$ cat src/rtl/usbtx_pkg.sv
package usbtx_pkg;

  localparam int CRC_W     = 16;
  localparam int CRC_IDX_W = $clog2(CRC_W);
  // generator x^16+x^15+x^2+1 in bit-reversed form for LSB-first feeding
  localparam logic [CRC_W-1:0] CRC_POLY_REV = 16'hA001;

  typedef enum logic [2:0] {
    ST_IDLE, ST_SYNC, ST_DATA, ST_CRC, ST_EOP
  } fr_state_t;

  typedef enum logic [2:0] {
    SYM_NONE, SYM_BIT, SYM_SE0, SYM_J, SYM_REL
  } sym_kind_t;

  function automatic logic [CRC_W-1:0] crc16_step(input logic [CRC_W-1:0] c,
                                                  input logic b);
    logic fb;
    fb = c[0] ^ b;
    crc16_step = (c >> 1) ^ (fb ? CRC_POLY_REV : '0);
  endfunction

  function automatic logic nrzi_next(input logic level, input logic b);
    nrzi_next = b ? level : ~level;
  endfunction

endpackage

$ cat src/rtl/usbtx_byte_stage.sv
module usbtx_byte_stage #(
  parameter int DATA_W = 8
) (
  input  logic              clk,
  input  logic              rst_n,
  input  logic              in_valid,
  input  logic [DATA_W-1:0] in_data,
  input  logic              in_last,
  input  logic              in_crc,
  output logic              in_ready,
  input  logic              take,
  input  logic              hold,
  input  logic              pkt_done,
  output logic              buf_full,
  output logic [DATA_W-1:0] buf_data,
  output logic              buf_last,
  output logic              buf_first,
  output logic              buf_crc
);

  logic seen_last;
  logic in_pkt;
  logic accept;

  assign in_ready = !buf_full && !seen_last && !hold;
  assign accept   = in_valid && in_ready;

  always_ff @(posedge clk or negedge rst_n) begin
    if (!rst_n) begin
      buf_full  <= 1'b0;
      buf_data  <= '0;
      buf_last  <= 1'b0;
      buf_first <= 1'b0;
      buf_crc   <= 1'b0;
      seen_last <= 1'b0;
      in_pkt    <= 1'b0;
    end else begin
      if (accept) begin
        buf_full  <= 1'b1;
        buf_data  <= in_data;
        buf_last  <= in_last;
        buf_first <= !in_pkt;
        buf_crc   <= in_crc;
        in_pkt    <= !in_last;
        if (in_last) seen_last <= 1'b1;
      end else if (take) begin
        buf_full <= 1'b0;
      end
      if (pkt_done) begin
        seen_last <= 1'b0;
        in_pkt    <= 1'b0;
      end
    end
  end


  take_full_chk: assert property (@(posedge clk) disable iff (!rst_n)
    take |-> buf_full);

endmodule

$ cat src/rtl/usbtx_framer.sv
module usbtx_framer
  import usbtx_pkg::*;
#(
  parameter int DATA_W    = 8,
  parameter int STUFF_RUN = 6,
  parameter int SYNC_LEN  = 8,
  parameter int EOP_SE0   = 2
) (
  input  logic              clk,
  input  logic              rst_n,
  input  logic              bit_stb,
  input  logic              buf_full,
  input  logic [DATA_W-1:0] buf_data,
  input  logic              buf_last,
  input  logic              buf_first,
  input  logic              buf_crc,
  output logic              take,
  output logic              hold,
  output logic              pkt_done,
  output sym_kind_t         sym_kind,
  output logic              sym_bit
);

  localparam int CNT_W = $clog2(CRC_W + SYNC_LEN + DATA_W + EOP_SE0 + 2);
  localparam int RUN_W = $clog2(STUFF_RUN + 1);
  localparam logic [CNT_W-1:0] SYNC_END = CNT_W'(SYNC_LEN - 1);
  localparam logic [CNT_W-1:0] BYTE_END = CNT_W'(DATA_W - 1);
  localparam logic [CNT_W-1:0] CRC_END  = CNT_W'(CRC_W - 1);
  localparam logic [CNT_W-1:0] EOP_J    = CNT_W'(EOP_SE0);
  localparam logic [CNT_W-1:0] EOP_REL  = CNT_W'(EOP_SE0 + 1);
  localparam logic [RUN_W-1:0] RUN_MAX  = RUN_W'(STUFF_RUN);

  fr_state_t         st;
  logic [CNT_W-1:0]  cnt;
  logic [DATA_W-1:0] shreg;
  logic              cur_last, cur_pid, crc_on, stuffed_q;
  logic [CRC_W-1:0]  crc;
  logic [RUN_W-1:0]  ones;

  // named internal events
  logic stuff_now, starting, raw_bit, byte_end, more_bytes;

  assign stuff_now  = (st != ST_IDLE) && (ones == RUN_MAX);
  assign starting   = (st == ST_IDLE) && buf_full;
  assign byte_end   = (st == ST_DATA) && (cnt == BYTE_END);
  assign more_bytes = !cur_last && buf_full;

  always_comb begin
    unique case (st)
      ST_SYNC: raw_bit = (cnt == SYNC_END);
      ST_DATA: raw_bit = shreg[0];
      ST_CRC:  raw_bit = ~crc[cnt[CRC_IDX_W-1:0]];
      default: raw_bit = 1'b0;
    endcase
  end

  always_comb begin
    sym_bit = 1'b0;
    if (stuff_now) begin
      sym_kind = SYM_BIT;
    end else begin
      unique case (st)
        ST_IDLE: sym_kind = starting ? SYM_BIT : SYM_NONE;
        ST_SYNC, ST_DATA, ST_CRC: begin
          sym_kind = SYM_BIT;
          sym_bit  = raw_bit;
        end
        ST_EOP: begin
          if (cnt < EOP_J)       sym_kind = SYM_SE0;
          else if (cnt == EOP_J) sym_kind = SYM_J;
          else                   sym_kind = SYM_REL;
        end
        default: sym_kind = SYM_NONE;
      endcase
    end
  end

  assign take = bit_stb && !stuff_now &&
                (((st == ST_SYNC) && (cnt == SYNC_END)) || (byte_end && more_bytes));
  assign hold = (st == ST_CRC) || (st == ST_EOP) || stuffed_q;
  assign pkt_done = bit_stb && !stuff_now && (st == ST_EOP) && (cnt == EOP_REL);

  always_ff @(posedge clk or negedge rst_n) begin
    if (!rst_n) begin
      st        <= ST_IDLE;
      cnt       <= '0;
      shreg     <= '0;
      cur_last  <= 1'b0;
      cur_pid   <= 1'b0;
      crc_on    <= 1'b0;
      stuffed_q <= 1'b0;
      crc       <= '1;
      ones      <= '0;
    end else if (bit_stb) begin
      if (stuff_now) begin
        ones      <= '0;
        stuffed_q <= 1'b1;
      end else begin
        stuffed_q <= 1'b0;
        if (st == ST_EOP)                      ones <= '0;
        else if (sym_kind == SYM_BIT && raw_bit) ones <= ones + 1'b1;
        else                                   ones <= '0;
        unique case (st)
          ST_IDLE: if (starting) begin
            st     <= ST_SYNC;
            cnt    <= CNT_W'(1);
            crc    <= '1;
            crc_on <= buf_crc;
          end
          ST_SYNC: if (cnt == SYNC_END) begin
            st       <= ST_DATA;
            cnt      <= '0;
            shreg    <= buf_data;
            cur_last <= buf_last;
            cur_pid  <= buf_first;
          end else begin
            cnt <= cnt + 1'b1;
          end
          ST_DATA: begin
            if (crc_on && !cur_pid) crc <= crc16_step(crc, shreg[0]);
            shreg <= shreg >> 1;
            if (byte_end) begin
              cnt <= '0;
              if (more_bytes) begin
                shreg    <= buf_data;
                cur_last <= buf_last;
                cur_pid  <= buf_first;
              end else begin
                st <= crc_on ? ST_CRC : ST_EOP;
              end
            end else begin
              cnt <= cnt + 1'b1;
            end
          end
          ST_CRC: if (cnt == CRC_END) begin
            st  <= ST_EOP;
            cnt <= '0;
          end else begin
            cnt <= cnt + 1'b1;
          end
          ST_EOP: if (cnt == EOP_REL) begin
            st  <= ST_IDLE;
            cnt <= '0;
          end else begin
            cnt <= cnt + 1'b1;
          end
          default: st <= ST_IDLE;
        endcase
      end
    end
  end


  stuff_single_chk: assert property (@(posedge clk) disable iff (!rst_n)
    stuffed_q |-> !stuff_now);


  crc_state_chk: assert property (@(posedge clk) disable iff (!rst_n)
    (st == ST_CRC) |-> crc_on);

endmodule

$ cat src/rtl/usbtx_line_drv.sv
module usbtx_line_drv
  import usbtx_pkg::*;
(
  input  logic      clk,
  input  logic      rst_n,
  input  logic      bit_stb,
  input  sym_kind_t sym_kind,
  input  logic      sym_bit,
  output logic      dp,
  output logic      dm,
  output logic      oe
);

  logic level;
  logic level_nx;

  assign level_nx = nrzi_next(level, sym_bit);

  always_ff @(posedge clk or negedge rst_n) begin
    if (!rst_n) begin
      level <= 1'b1;
      dp    <= 1'b1;
      dm    <= 1'b0;
      oe    <= 1'b0;
    end else if (bit_stb) begin
      unique case (sym_kind)
        SYM_BIT: begin
          level <= level_nx;
          dp    <= level_nx;
          dm    <= ~level_nx;
          oe    <= 1'b1;
        end
        SYM_SE0: begin
          dp <= 1'b0;
          dm <= 1'b0;
          oe <= 1'b1;
        end
        SYM_J: begin
          level <= 1'b1;
          dp    <= 1'b1;
          dm    <= 1'b0;
          oe    <= 1'b1;
        end
        SYM_REL: begin
          level <= 1'b1;
          dp    <= 1'b1;
          dm    <= 1'b0;
          oe    <= 1'b0;
        end
        default: ;
      endcase
    end
  end


  hold_between_chk: assert property (@(posedge clk) disable iff (!rst_n)
    !$past(bit_stb) |-> $stable({dp, dm, oe}));


  release_j_chk: assert property (@(posedge clk) disable iff (!rst_n)
    !oe |-> (dp && !dm));

endmodule

$ cat src/rtl/usbtx_serializer.sv
module usbtx_serializer
  import usbtx_pkg::*;
#(
  parameter int DATA_W    = 8,
  parameter int STUFF_RUN = 6,
  parameter int SYNC_LEN  = 8,
  parameter int EOP_SE0   = 2
) (
  input  logic              clk,
  input  logic              rst_n,
  input  logic              bit_stb,
  input  logic              in_valid,
  input  logic [DATA_W-1:0] in_data,
  input  logic              in_last,
  input  logic              in_crc,
  output logic              in_ready,
  output logic              dp,
  output logic              dm,
  output logic              oe
);

  logic              take, hold, pkt_done;
  logic              buf_full, buf_last, buf_first, buf_crc;
  logic [DATA_W-1:0] buf_data;
  sym_kind_t         sym_kind;
  logic              sym_bit;

  usbtx_byte_stage #(.DATA_W(DATA_W)) u_stage (
    .clk(clk), .rst_n(rst_n),
    .in_valid(in_valid), .in_data(in_data), .in_last(in_last), .in_crc(in_crc),
    .in_ready(in_ready),
    .take(take), .hold(hold), .pkt_done(pkt_done),
    .buf_full(buf_full), .buf_data(buf_data), .buf_last(buf_last),
    .buf_first(buf_first), .buf_crc(buf_crc)
  );

  usbtx_framer #(
    .DATA_W(DATA_W), .STUFF_RUN(STUFF_RUN), .SYNC_LEN(SYNC_LEN), .EOP_SE0(EOP_SE0)
  ) u_framer (
    .clk(clk), .rst_n(rst_n), .bit_stb(bit_stb),
    .buf_full(buf_full), .buf_data(buf_data), .buf_last(buf_last),
    .buf_first(buf_first), .buf_crc(buf_crc),
    .take(take), .hold(hold), .pkt_done(pkt_done),
    .sym_kind(sym_kind), .sym_bit(sym_bit)
  );

  usbtx_line_drv u_line (
    .clk(clk), .rst_n(rst_n), .bit_stb(bit_stb),
    .sym_kind(sym_kind), .sym_bit(sym_bit),
    .dp(dp), .dm(dm), .oe(oe)
  );


  se0_quiet_chk: assert property (@(posedge clk) disable iff (!rst_n)
    (oe && !dp && !dm) |-> !in_ready);

endmodule

$ cat config.mk
export PLATFORM = sky130hd
export DESIGN_NAME = usbtx_serializer
export DESIGN_NICKNAME = d
export VERILOG_FILES = /design/src/rtl/usbtx_pkg.sv /design/src/rtl/usbtx_byte_stage.sv /design/src/rtl/usbtx_framer.sv /design/src/rtl/usbtx_line_drv.sv /design/src/rtl/usbtx_serializer.sv
export SDC_FILE = /design/constraint.sdc
export NUM_CORES = 1
export LEC_CHECK = 0
export ABC_CLOCK_PERIOD_IN_PS = 2000
export BUFFER_PORTS_ARGS = -buffer_cell sky130_fd_sc_hd__buf_4
export CAP_MARGIN = 20
export CELL_PAD_IN_SITES_DETAIL_PLACEMENT = 1
export CELL_PAD_IN_SITES_GLOBAL_PLACEMENT = 2
export CORE_MARGIN = 5
export CORE_UTILIZATION = 37
export CTS_BUF_LIST = sky130_fd_sc_hd__clkbuf_4
export DETAILED_ROUTE_END_ITERATION = 10
export GPL_TIMING_DRIVEN = 0
export PLACE_DENSITY = 0.76
export SLEW_MARGIN = 40
export SYNTH_ARGS = -nofsm -noshare
export SYNTH_HDL_FRONTEND = slang
export SYNTH_SLANG_ARGS = --single-unit
$ cat constraint.sdc
create_clock -name clk -period 2 [get_ports clk]
set_input_delay 0.4 -clock clk [delete_from_list [all_inputs] [get_ports clk]]
set_output_delay 0.4 -clock clk [all_outputs]
set_load 0.1 [all_outputs]
==> flow_summary.yaml <==
run_status:
  outcome: "complete, but fails checks"
  violations: "setup timing"
setup_path:
  endpoint: "in_ready"
  arrival_ps: 1690
  ff2ff_path_depth: 7
  critical_path_class: "reg2out"
  worstPathRequired_ps: 1600
  r2r_slack_ps: 50
  path_cells: "or3_4 > nor3_4 > buf_12"
  cp_slowest_stage_delay_ps: 460
  rr_startpoint: "u_framer.st[1]"
  end_kind: "output pin"
  cp-startpoint: "u_stage.buf_full"
  crit_fanout: 7
  worstReg2RegEnd: "u_framer.cnt[5]"
  start_kind: "flop"
  crit_slowest_cell: "dfrtp_2"
grt:
  antenna_found_initial: 0
  grt_max_degree: 59
  track_usage_pct: 16.7
  grt_pass1_vias: 2678
  grt_pass1_wl_um: 13500
  overflow: 0
synthesis:
  synth-async-reset-ratio_pct: 100
  synth_area_um2: 3220
  ys_seq_area_share_pct: 45.8
  synth_top_flop_cell: "dfrtp_1"
  synth.distinct_cells: 64
  synth_edf_count: 0
  ys_ff_latch: 58
  syn_inst: 315
  synth.net_count: 333
  synth_area_per_cell_um2: 10.2
  yosys_warnings: 0
placement:
  preCtsSetupSlack_ps: -394
  place_congestion: 0.755
  portBuffers: 17
  dp_hpwl_um: 5310
power_and_ir_drop:
  peakVddDrop_mv: 0.687
  powerDensity_nw_per_um2: 1520
  cellLeakagePower_uw: 0.00176
sta:
  worst_pin_slew_ps: 643
  fin_ws_ps: -93.6
  fmax_ghz: 0.478
  grt_setup_unrepaired: "yes"
  fin_hold_ws_ps: 201
  slew_headroom_pct: 56.8
  final_hold_viol_count: 0
  skew_ps: 17.3
  finalCritPeriodShare_pct: 105
  slew_viol_final: 0
  period_needed_ps: 2090
  finalSetupViolations: 1
route:
  viasPerCell: 5.29
  drt_first_pass_iters: 4
  drt-initial-drc-count: 79
  wl_per_cell_um: 16.8
  wirelength_um: 8070
  ant_nets: 0
  num_vias: 2535
  drc: 0
die:
  core.rowCount: 34
  initial_core_util_pct: 37.5
  dieArea_um2: 10700
  die_h_um: 103
  ios: 18
  die_w_um: 103
  core_region_area_um2: 8590
clocking:
  cts_num_sinks: 58
  clock_latency_ps: 420
  cts_tree: "built"
  root_buffer: "clkbuf_4"
  h-tree-depth: 3
  numCtsBuffers: 9
  path_clk_slew_ps: 110
  cts_buffer_depth: 2
run:
  drv_cap: 0
layout:
  drive_gt1_share_pct: 41.2
  areaGrowthSynthToFinish_pct: 25.4
  fin_nets: 384
  antennaDiodeCount: 0
min_path:
  hp-class: "in2reg"
area by class of cell:
type                    instances  area [um^2]
inverters                       8         30.0
multi-input cells             232         1750
fillers                       969         4560
plain buffers                  17          145
flip-flops and latches         58         1480
well taps                     108          135
repair buffers                 40          319
clock buffers                  10         75.1
clock inverters                 6          105
worst min-delay path by stage:
stage | startpoint | endpoint | slack, ps | cells after the start
6_report | in_data[0] | u_stage.buf_data[0] | 200 | 2
5_1_grt | in_data[4] | u_stage.buf_data[4] | 160 | 2
4_1_cts | rst_n | u_line.oe | 60 | 1
3_5_place_dp | u_stage.buf_first | u_stage.buf_first | 470 | 2
3_3_place_gp | u_stage.buf_first | u_stage.buf_first | 460 | 2
2_1_floorplan | rst_n | u_framer.cnt[0] | 100 | 0
cells in the final DEF, fill, tap and decap left out, types with 9 or more instances in the layout:
cell type and count:
nor2_1 42, buf_4 40, dfrtp_1 37, nand2_1 28
dfstp_2 18, a21oi_2 13, mux2i_1 12, a21oi_1 10
clkbuf_4 10, o21ai_0 9
kinds of logic (layout without fill, tap and decap cells):
logic type	count (synthesis)	after routing	share of synthesized area [%]
AND/OR/NAND/NOR	118	118	19.0
multiplexers	31	31	11.1
XOR/XNOR	4	4	1.09
buffers and inverters	25	81	4.66
adder cells (fa/ha/maj)	4	4	1.55
flip-flops	58	58	45.8
AO/OA/AOI/OAI	75	75	16.8
through the flow:
stage / utilization (%) / setup TNS [ps] / cells / instance area (um^2) / power (uW)
3_3_place_gp: 40.9 / -2970 / 440 / 3510 / 4460
2_1_floorplan: - / -4830 / 315 / 3250 / 3880
3_5_place_dp: 41.0 / -3700 / 440 / 3520 / 4530
5_1_grt: 47.0 / -269 / 479 / 4040 / 6590
6_report: 47.0 / -93.6 / 479 / 4040 / 6150
4_1_cts: 45.6 / -137 / 473 / 3920 / 6030
where the power goes:
group,switching [uW],internal [uW],total (uW)
combinational,1770,1400,3170
sequential,276,1590,1870
clock,468,641,1110
total,2520,3640,6150
routing by layer:
layer	vias up	routed length [um]	global-route usage, %
li1	1224	-	-
met1	1282	3820	22.0
met2	24	4000	27.2
met3	5	183	5.03
met4	0	63	3.59
met5	-	0	0
flip-flops by register name, indices dropped and copies added (netlist names), 3 cells and up:
register / cells
u_framer.crc: 16
u_framer.shreg: 8
u_framer.cnt: 6
u_stage.buf_data: 8
u_framer.st: 3
u_framer.ones: 3
synthesized netlist by cell type, types with 3 or more instances:
cell type	instances	share of area [%]
nor2_1	45	5.2
dfrtp_1	40	31
nand2_1	30	3.5
dfstp_2	18	15
a21oi_1	12	1.9
mux2i_1	12	3.7
a21oi_2	11	3.0
mux2_1	9	3.1
o21ai_0	9	1.4
o21ai_1	9	1.4
inv_1	8	0.93
mux2_2	8	2.8
a31oi_1	7	1.4
buf_2	6	0.93
nand2b_1	6	1.2
buf_6	5	1.7
nand3_1	5	0.78
ha_1	4	1.6
xnor2_1	4	1.1
and3_1	3	0.58
buf_4	3	0.70
clkbuf_1	3	0.35
nor3_1	3	0.47
o221ai_1	3	0.82
timing repair:
item,4_1_cts,5_1_grt
hold buffers,0,1
endpoints found under the setup margin,30,29
pin swaps,7,7
hold endpoints to repair,0,40
cloned,0,0
gates resized for setup,19,21
buffers inserted,17,5
critical path: cells and delay by family, from the launching register on:
family | cells | cell delay [ps]
buf+inv | 1 | 210
flops | 1 | 460
simple gates | 2 | 610
No activity file was read; power rests on OpenSTA's default activity.
